===== src/rtl/can_flt_pkg.sv =====
package can_flt_pkg;
  localparam int ID_BYTES    = 4;
  localparam int STD_BYTES   = 2;
  localparam int BANK_STRIDE = 2 * ID_BYTES;
  localparam int ID_W        = 8 * ID_BYTES;

  typedef logic [7:0]      byte_t;
  typedef logic [ID_W-1:0] id_word_t;
endpackage


===== src/rtl/can_flt_regs.sv =====
module can_flt_regs
  import can_flt_pkg::*;
#(
  parameter int unsigned NUM_BANKS = 2,
  parameter int unsigned ADDR_W    = 5
) (
  input  logic                            clk_i,
  input  logic                            rst_ni,
  input  logic                            cfg_open_i,
  input  logic                            we_i,
  input  logic [ADDR_W-1:0]               addr_i,
  input  byte_t                           wdata_i,
  input  logic                            flag_set_i,
  output byte_t                           rdata_o,
  output logic [NUM_BANKS-1:0][ID_W-1:0]  code_o,
  output logic [NUM_BANKS-1:0][ID_W-1:0]  mask_o,
  output logic                            flag_o
);
  localparam int FLAG_ADDR = int'(NUM_BANKS) * BANK_STRIDE;

  byte_t code_q [NUM_BANKS][ID_BYTES];
  byte_t mask_q [NUM_BANKS][ID_BYTES];
  logic  flag_q;
  logic  flag_hit;

  assign flag_hit = (addr_i == ADDR_W'(FLAG_ADDR));

  always_ff @(posedge clk_i or negedge rst_ni) begin
    if (!rst_ni) begin
      for (int b = 0; b < int'(NUM_BANKS); b++) begin
        for (int n = 0; n < ID_BYTES; n++) begin
          code_q[b][n] <= '0;
          mask_q[b][n] <= '0;
        end
      end
    end else if (we_i && cfg_open_i) begin
      for (int b = 0; b < int'(NUM_BANKS); b++) begin
        for (int n = 0; n < ID_BYTES; n++) begin
          if (addr_i == ADDR_W'(b * BANK_STRIDE + n))
            code_q[b][n] <= wdata_i;
          if (addr_i == ADDR_W'(b * BANK_STRIDE + ID_BYTES + n))
            mask_q[b][n] <= wdata_i;
        end
      end
    end
  end

  // set has priority over write-one-to-clear
  always_ff @(posedge clk_i or negedge rst_ni) begin
    if (!rst_ni)                             flag_q <= 1'b0;
    else if (flag_set_i)                     flag_q <= 1'b1;
    else if (we_i && flag_hit && wdata_i[0]) flag_q <= 1'b0;
  end

  always_comb begin
    rdata_o = '0;
    for (int b = 0; b < int'(NUM_BANKS); b++) begin
      for (int n = 0; n < ID_BYTES; n++) begin
        if (addr_i == ADDR_W'(b * BANK_STRIDE + n))
          rdata_o = code_q[b][n];
        if (addr_i == ADDR_W'(b * BANK_STRIDE + ID_BYTES + n))
          rdata_o = mask_q[b][n];
      end
    end
    if (flag_hit) rdata_o = {7'b0, flag_q};
  end

  // byte n lands in the top-down byte lane n of the word
  for (genvar b = 0; b < int'(NUM_BANKS); b++) begin : g_bank
    for (genvar n = 0; n < ID_BYTES; n++) begin : g_byte
      assign code_o[b][8*(ID_BYTES-1-n) +: 8] = code_q[b][n];
      assign mask_o[b][8*(ID_BYTES-1-n) +: 8] = mask_q[b][n];
    end
  end

  assign flag_o = flag_q;
endmodule


===== src/rtl/can_flt_match.sv =====
module can_flt_match
  import can_flt_pkg::*;
(
  input  id_word_t code_i,
  input  id_word_t mask_i,
  input  id_word_t id_i,
  input  logic     ext_i,
  output logic     hit_o
);
  id_word_t bit_ok;
  logic [ID_BYTES-1:0] byte_ok;

  assign bit_ok = ~(id_i ^ code_i) | mask_i;

  for (genvar n = 0; n < ID_BYTES; n++) begin : g_lane
    if (n < STD_BYTES) begin : g_always
      assign byte_ok[n] = &bit_ok[8*(ID_BYTES-1-n) +: 8];
    end else begin : g_ext_only
      assign byte_ok[n] = ~ext_i | (&bit_ok[8*(ID_BYTES-1-n) +: 8]);
    end
  end

  assign hit_o = &byte_ok;
endmodule


===== src/rtl/can_flt_prio.sv =====
module can_flt_prio #(
  parameter int unsigned NUM_BANKS = 2,
  localparam int unsigned IDX_W = (NUM_BANKS > 1) ? $clog2(NUM_BANKS) : 1
) (
  input  logic [NUM_BANKS-1:0] hit_i,
  output logic                 any_o,
  output logic [IDX_W-1:0]     idx_o
);
  always_comb begin
    idx_o = '0;
    for (int b = int'(NUM_BANKS) - 1; b >= 0; b--) begin
      if (hit_i[b]) idx_o = IDX_W'(b);
    end
  end

  assign any_o = |hit_i;
endmodule


===== src/rtl/can_id_filter.sv =====
module can_id_filter
  import can_flt_pkg::*;
#(
  parameter int unsigned NUM_BANKS = 2,
  localparam int unsigned ADDR_W = $clog2(NUM_BANKS * BANK_STRIDE + 1),
  localparam int unsigned IDX_W  = (NUM_BANKS > 1) ? $clog2(NUM_BANKS) : 1
) (
  input  logic              clk_i,
  input  logic              rst_ni,
  input  logic              init_req_i,
  input  logic              init_ack_i,
  input  logic              reg_we_i,
  input  logic [ADDR_W-1:0] reg_addr_i,
  input  logic [7:0]        reg_wdata_i,
  output logic [7:0]        reg_rdata_o,
  input  logic [ID_W-1:0]   id_i,
  input  logic              ext_i,
  input  logic              frame_done_i,
  output logic              accept_o,
  output logic [IDX_W-1:0]  hit_idx_o,
  output logic              rx_flag_o
);
  logic [NUM_BANKS-1:0][ID_W-1:0] code_w, mask_w;
  logic [NUM_BANKS-1:0]           bank_hit;
  logic                           any_hit;
  logic [IDX_W-1:0]               win_idx;
  logic                           take;
  logic                           accept_q;
  logic [IDX_W-1:0]               idx_q;

  assign take = frame_done_i & any_hit;

  can_flt_regs #(.NUM_BANKS(NUM_BANKS), .ADDR_W(ADDR_W)) u_regs (
    .clk_i      (clk_i),
    .rst_ni     (rst_ni),
    .cfg_open_i (init_req_i & init_ack_i),
    .we_i       (reg_we_i),
    .addr_i     (reg_addr_i),
    .wdata_i    (reg_wdata_i),
    .flag_set_i (take),
    .rdata_o    (reg_rdata_o),
    .code_o     (code_w),
    .mask_o     (mask_w),
    .flag_o     (rx_flag_o)
  );

  for (genvar b = 0; b < int'(NUM_BANKS); b++) begin : g_bank
    can_flt_match u_match (
      .code_i (code_w[b]),
      .mask_i (mask_w[b]),
      .id_i   (id_i),
      .ext_i  (ext_i),
      .hit_o  (bank_hit[b])
    );
  end

  can_flt_prio #(.NUM_BANKS(NUM_BANKS)) u_prio (
    .hit_i (bank_hit),
    .any_o (any_hit),
    .idx_o (win_idx)
  );

  always_ff @(posedge clk_i or negedge rst_ni) begin
    if (!rst_ni) begin
      accept_q <= 1'b0;
      idx_q    <= '0;
    end else begin
      accept_q <= take;
      idx_q    <= take ? win_idx : '0;
    end
  end

  assign accept_o  = accept_q;
  assign hit_idx_o = idx_q;
endmodule


===== config.mk =====
export PLATFORM = sky130hd
export DESIGN_NAME = can_id_filter
export DESIGN_NICKNAME = d
export VERILOG_FILES = /design/src/rtl/can_flt_pkg.sv /design/src/rtl/can_flt_regs.sv /design/src/rtl/can_flt_match.sv /design/src/rtl/can_flt_prio.sv /design/src/rtl/can_id_filter.sv
export SDC_FILE = /design/constraint.sdc
export NUM_CORES = 1
export LEC_CHECK = 0
export CAP_MARGIN = 20
export CORE_ASPECT_RATIO = 1.5
export CORE_MARGIN = 5
export CORE_UTILIZATION = 50
export DETAILED_ROUTE_END_ITERATION = 6
export PLACE_DENSITY = 0.71
export RECOVER_POWER = 25
export SLEW_MARGIN = 20
export SYNTH_ARGS = -nofsm -noshare
export SYNTH_HDL_FRONTEND = slang
export SYNTH_SLANG_ARGS = --single-unit

===== constraint.sdc =====
create_clock -name clk_i -period 2.45 [get_ports clk_i]
set_clock_uncertainty 0.05 [all_clocks]
set_input_delay 0.3675 -clock clk_i [delete_from_list [all_inputs] [get_ports clk_i]]
set_output_delay 0.3675 -clock clk_i [all_outputs]
set_load 0.1 [all_outputs]

### Word-level counts from Yosys, hierarchy flattened

Index checks and enable logic that the tools add are counted.
W data, S select, Z words.

* output and inout bits: 11
* register bits: 131

* reduce and logical (&&, ||, !) cells: 28
* bitwise operators: 13
* equal/unequal tests: 16
* muxes and demuxes: 22

Operator list (number)
* $mux W8: 17
* $not A32 Y32: 2
* $or A32 B32 Y32: 2
* $xor A32 B32 Y32: 2
* $eq A5 B4 Y1 const B: 8
* $reduce_and A18 Y1: 2
* $reduce_and A2 Y1: 16
* $reduce_and A8 Y1: 4
* $eq A5 B3 Y1 const B: 4
* $eq A5 B2 Y1 const B: 2
* $eq A5 B1 Y1 const B: 1
* $eq A5 B5 Y1 const B: 1
* $logic_not A5 Y1: 1
* $mux W1: 5
* $or A1 B1 Y1: 4
* $logic_and A1 B1 Y1: 3
* $and A1 B1 Y1: 2
* $reduce_bool A2 Y1: 1
* $reduce_or A2 Y1: 1
* $not A1 Y1: 1

### Depth between registers and ports, before layout

* depth in word-level cells: 18
* gate-level depth with buffers: 9
* gate-level depth less buffers: 6

### Cells and area by module

From an unflattened synthesis, not the netlist that was laid out.

* cells, all modules: 672
* area total of the unflattened synthesis: 7576.0 um2

By module, submodules not included
* can_flt_regs: cells each 555, area each 6658.9 um2, instances 1, seq. area each 3228.1 um2
* can_flt_match: cells each 55, area each 417.9 um2, instances 2, seq. area each 0.0 um2
* can_id_filter: cells each 5, area each 68.8 um2, instances 1, seq. area each 50.0 um2
* can_flt_prio: cells each 2, area each 12.5 um2, instances 1, seq. area each 0.0 um2

### Worst setup path after synthesis

Ideal clock, no wire load.

* path kind: input -> output
* start: input port reg_addr_i[1]
* end: output port reg_rdata_o[5]
* stages on the path: 7
* buffers on the path: 1
* path slack: -0.907 ns
* data arrival time: 2.939 ns
* cell sequence: buf_6 -> or3_4 -> nor3_4 -> o2bb2ai_1 -> a21oi_1 -> o21a_1 -> o221ai_1

* word-level cells in the longest chain between the ends: 18
* elaborated cells on any way between the ends: 34

RTL lines
* from (decl): line can_id_filter.sv:13 `input logic [ADDR_W-1:0] reg_addr_i,`
* $logic_not A5 Y1: line can_flt_regs.sv:59 `if (addr_i == ADDR_W'(b * BANK_STRIDE + n))`
* $mux W8: line can_flt_regs.sv:59
* $mux W8: line can_flt_regs.sv:61 `if (addr_i == ADDR_W'(b * BANK_STRIDE + ID_BYTES + n))`
* $mux W8: line can_flt_regs.sv:59
* $mux W8: line can_flt_regs.sv:61
* $mux W8: line can_flt_regs.sv:59
* $mux W8: line can_flt_regs.sv:61
* $mux W8: line can_flt_regs.sv:59
* [... 2 more ...]
* $mux W8: line can_flt_regs.sv:61
* $mux W8: line can_flt_regs.sv:59
* $mux W8: line can_flt_regs.sv:61
* $mux W8: line can_flt_regs.sv:59
* $mux W8: line can_flt_regs.sv:61
* $mux W8: line can_flt_regs.sv:59
* $mux W8: line can_flt_regs.sv:61
* $mux W8 *: line can_flt_regs.sv:65 `if (flag_hit) rdata_o = {7'b0, flag_q};`
* to (decl): line can_id_filter.sv:15 `output logic [7:0] reg_rdata_o,`

Every way passes the cells marked *; elsewhere a longest branch is shown, timed or not.

### Worst setup path after layout

* start: register u_regs.mask_q, in the netlist u_regs.mask_o[56]
* end: output port reg_rdata_o[0]

* word-level cells in the longest chain between the ends: 8

RTL lines
* from (decl): line can_flt_regs.sv:22 `byte_t mask_q [NUM_BANKS][ID_BYTES];`
* from (signal, indexed assignment): line can_flt_regs.sv:42 `mask_q[b][n] <= wdata_i;`
* $mux W8: line can_flt_regs.sv:61
* $mux W8: line can_flt_regs.sv:59
* $mux W8: line can_flt_regs.sv:61
* $mux W8: line can_flt_regs.sv:59
* $mux W8: line can_flt_regs.sv:61
* $mux W8: line can_flt_regs.sv:59
* $mux W8: line can_flt_regs.sv:61
* $mux W8: line can_flt_regs.sv:65

Every way passes these cells.

==> flow_summary.yaml <==
outcome:
  status: "finished, violations left"
  violations_in_the_final_reports: "setup timing"
setup_path:
  timing.critical_path.from_type: "register"
  timing.critical_path.required_ns: 2.03
  worstPathMaxFanout: 3
  critPathKind: "register to primary output"
  timing.critical_path.to_type: "primary output"
  worst-r2r-cell-count: 8
  cp_data_arrival_time_ns: 2.26
synth:
  synthesis.area_um2: 7430
  mappedNetlistNets: 713
  syn-instance-count: 661
  synth_adder_area_share_pct: 0
  synth_top_family_by_area: "multiplexers"
  post-synth-top-area-cell: "sky130_fd_sc_hd__dfrtp_1"
  synth-xor-area-share_pct: 7.54
  yosys-top-cells-area: "sky130_fd_sc_hd__dfrtp_1, sky130_fd_sc_hd__mux2_2, sky130_fd_sc_hd__xnor2_1, sky130_fd_sc_hd__o22ai_1, sky130_fd_sc_hd__a21oi_1"
  synth_ff_type: "sky130_fd_sc_hd__dfrtp_1"
  synth.avg_cell_area_um2: 11.2
  multiplexer_share_of_the_synthesized_area_pct: 22.2
  yosysWarningCount: 0
  synth_seq_cells: 131
  synth_largest_type_area_fraction_pct: 44.1
  synth-simple-area-share_pct: 11.0
  number_of_enable_type_register_cells_in_the_synthesized_netlist: 0
  yosysUniqueCellTypes: 61
  synth_sequential_area_ratio_pct: 44.1
  synthArstFlopShare_pct: 100
  synth-compound-area-share_pct: 12.2
clocking:
  clkSlewWorstSetupHoldPaths_ns: 0.06
  cts_sinks: 131
  clock_tree.buffer_depth: 2
  cts_made_buffers: 17
  clock-root-buffer: "sky130_fd_sc_hd__clkbuf_16"
  number_of_h_tree_levels: 4
  clkLatencyLatePin_ns: 0.42
  tritoncts: "done"
grt:
  grt_max_degree: 81
  groute.usage.overall_pct: 32.2
  first_pass_grt_wire_length_um: 41000
  initial_antenna_violation_count: 0
  overflow: 0
  number_of_global_route_vias_before_repair: 6716
flow_run:
  maxCapViolations: 0
route:
  number_of_drc_violations_after_detailed_routing: 0
  initial_detailed_routing_violation_count: 368
  drt_first_pass_iters: 7
  wirelength_um: 27300
  route.vias.total: 6362
  route.detailed.vias_per_inst: 6.02
  antenna_left: 0
  average_wire_length_per_cell_after_detail_routing_um: 25.8
place:
  placed_area_um2: 9260
  number_of_input_and_output_port_buffers_inserted: 62
  place_hpwl_um: 20300
  gp_congestion: 1.19
  placedCellCount: 1006
  pre_cts_setup_slack_ns: -0.599
pwr:
  power_density_nw_per_um2: 607
  static_leakage_nw: 4.53
  vdd_ir_drop_max_mv: 0.526
cells_and_area:
  n_antenna_cell: 0
  layout-area-overhead-vs-synth_pct: 37.5
  design_area_um2: 10200
  nets: 899
  drive_gt1_share_pct: 44.0
  final_cell_count_no_fill: 1056
timing:
  worst_slew_margin_rel_pct: 15.8
  max_freq_mhz: 374
  finalHoldViolations: 0
  fin_crit_ns: 2.68
  timing.final.crit_share_pct: 109
  worst-slew-pin-transition_ns: 1.26
  slew_violations: 0
  setup-tns-final_ns: -0.819
  final.setup.worst_slack_ns: -0.226
  final.hold.worst_slack_ns: 0.216
  report.final.setup_viol: 6
  grt_setup_unrepaired: "true"
hold_path:
  holdCritPathClass: "input port to async pin"
die:
  core-area_um2: 14600
  floorplan.die_area_um2: 17500
  row_count: 54
  initial_utilization_pct: 50.9
  chipHeight_um: 159
  die_width_um: 110
  ios: 63
state kept, by name, indices dropped and copies added, names as in the netlist:
| register | flops |
|---|---|
| hit_idx_o | 1 |
| u_regs.mask_o | 64 |
| u_regs.flag_o | 1 |
| accept_o | 1 |
| u_regs.code_o | 64 |
metal layers:
metal | vias up | share of wire (%) | global-route usage [%]
met4 | 0 | 7.8 | 19.5
met2 | 259 | 51 | 54.6
met5 | - | 0 | 0
met1 | 3180 | 36 | 36.8
li1 | 2810 | - | -
met3 | 113 | 5.1 | 6.25
layout by cell type (no fill, tap or decap), types with 4 or more instances in the layout:
| cell | netlist | final |
|---|---|---|
| sky130_fd_sc_hd__a21oi_1 | 33 | 25 |
| sky130_fd_sc_hd__a21oi_2 | 0 | 5 |
| sky130_fd_sc_hd__buf_12 | 0 | 15 |
| sky130_fd_sc_hd__buf_4 | 6 | 118 |
| sky130_fd_sc_hd__buf_6 | 4 | 11 |
| sky130_fd_sc_hd__clkbuf_16 | 0 | 18 |
| sky130_fd_sc_hd__clkdlybuf4s50_1 | 0 | 45 |
| sky130_fd_sc_hd__clkinvlp_4 | 0 | 4 |
| sky130_fd_sc_hd__dfrtp_1 | 131 | 129 |
| sky130_fd_sc_hd__inv_1 | 9 | 9 |
| sky130_fd_sc_hd__inv_6 | 0 | 4 |
| sky130_fd_sc_hd__mux2_2 | 130 | 129 |
| sky130_fd_sc_hd__mux2i_1 | 11 | 10 |
| sky130_fd_sc_hd__nand2_1 | 28 | 27 |
| sky130_fd_sc_hd__nand2_2 | 4 | 5 |
| sky130_fd_sc_hd__nand2b_1 | 7 | 5 |
| sky130_fd_sc_hd__nand3_1 | 12 | 12 |
| sky130_fd_sc_hd__nand4_1 | 4 | 4 |
| sky130_fd_sc_hd__nor2_1 | 31 | 29 |
| sky130_fd_sc_hd__nor2_2 | 5 | 4 |
| sky130_fd_sc_hd__nor2_4 | 1 | 4 |
| sky130_fd_sc_hd__nor2b_1 | 13 | 12 |
| sky130_fd_sc_hd__nor3_4 | 3 | 4 |
| sky130_fd_sc_hd__nor4_1 | 8 | 8 |
| sky130_fd_sc_hd__o21a_1 | 5 | 4 |
| sky130_fd_sc_hd__o21ai_0 | 19 | 13 |
| sky130_fd_sc_hd__o21ai_1 | 2 | 7 |
| sky130_fd_sc_hd__o22ai_1 | 38 | 36 |
| sky130_fd_sc_hd__xnor2_1 | 64 | 64 |
logic make-up (layout without fill, tap and decap cells):
kind of cell | after synthesis | count (layout)
AOI/OAI and AO/OA | 137 | 137
xor gates and xnor gates | 64 | 64
buffers and inverters | 40 | 239
DFF | 131 | 131
muxes | 146 | 146
and+or+nand+nor | 143 | 143
layout make-up:
type,instances,area (um^2)
timing repair buffer,197,1850
sequential,131,3280
clock buffer,20,457
fill,1120,4370
multi-input combinational,490,4240
clock inverter,12,121
tap,196,245
inverter,10,40.0
worst max-delay path: stages (launching register included):
cell and delay (ns):
sky130_fd_sc_hd__dfrtp_1 0.41, sky130_fd_sc_hd__mux4_2 0.47, sky130_fd_sc_hd__and3_4 0.17, sky130_fd_sc_hd__a221oi_4 0.18, sky130_fd_sc_hd__a21oi_2 0.09, sky130_fd_sc_hd__a221o_2 0.33
sky130_fd_sc_hd__buf_12 0.17
synthesized netlist by cell type, types with 5 or more instances:
| cell | number |
|---|---|
| sky130_fd_sc_hd__buf_4 | 6 |
| sky130_fd_sc_hd__nor4_1 | 8 |
| sky130_fd_sc_hd__nor2b_1 | 13 |
| sky130_fd_sc_hd__nand2b_1 | 7 |
| sky130_fd_sc_hd__o22ai_1 | 38 |
| sky130_fd_sc_hd__a21oi_1 | 33 |
| sky130_fd_sc_hd__o21ai_0 | 19 |
| sky130_fd_sc_hd__o21a_1 | 5 |
| sky130_fd_sc_hd__nor2_1 | 31 |
| sky130_fd_sc_hd__xnor2_1 | 64 |
| sky130_fd_sc_hd__nand2_1 | 28 |
| sky130_fd_sc_hd__dfrtp_1 | 131 |
| sky130_fd_sc_hd__clkbuf_1 | 11 |
| sky130_fd_sc_hd__mux2i_1 | 11 |
| sky130_fd_sc_hd__nor2_2 | 5 |
| sky130_fd_sc_hd__buf_2 | 9 |
| sky130_fd_sc_hd__mux2_2 | 130 |
| sky130_fd_sc_hd__a22oi_1 | 5 |
| sky130_fd_sc_hd__inv_1 | 9 |
| sky130_fd_sc_hd__nand3_1 | 12 |
repair_timing:
| action | CTS | global route |
|---|---|---|
| setup endpoints to repair | 8 | 8 |
| hold buffers | 1 | 0 |
| buffers inserted | 15 | 4 |
| endpoints found under the hold margin | 126 | 0 |
| resized for setup | 57 | 33 |
| gates cloned | 1 | 1 |
| pin swaps | 25 | 19 |
path summary, 6_finish.rpt:
path	start	end	slack, ns
hold / removal	rst_ni	u_regs.mask_o[54]	0.22
setup reg to reg	u_regs.code_o[48]	hit_idx_o	0.31
max in group asynchronous	rst_ni	u_regs.code_o[54]	0.63
setup / recovery	u_regs.mask_o[56]	reg_rdata_o[0]	-0.23
hold reg to reg	u_regs.mask_o[22]	u_regs.mask_o[22]	0.47
min in group clk_i	u_regs.mask_o[22]	u_regs.mask_o[22]	0.47
stage by stage:
stage | util [%] | total power [mW]
global route | 70.1 | 6.40
detailed placement | 63.5 | 3.66
global placement | 63.5 | 3.64
CTS | 69.5 | 6.19
floorplan | - | 3.12
finish | 70.1 | 6.20
where the power goes:
part           leakage, nW  internal (mW)  switching, mW
registers             1.78           2.34          0.210
clock network        0.270           1.47           1.03
logic                 2.48          0.582          0.576
total                 4.53           4.39           1.82
Power figures use the tool's default switching activity.
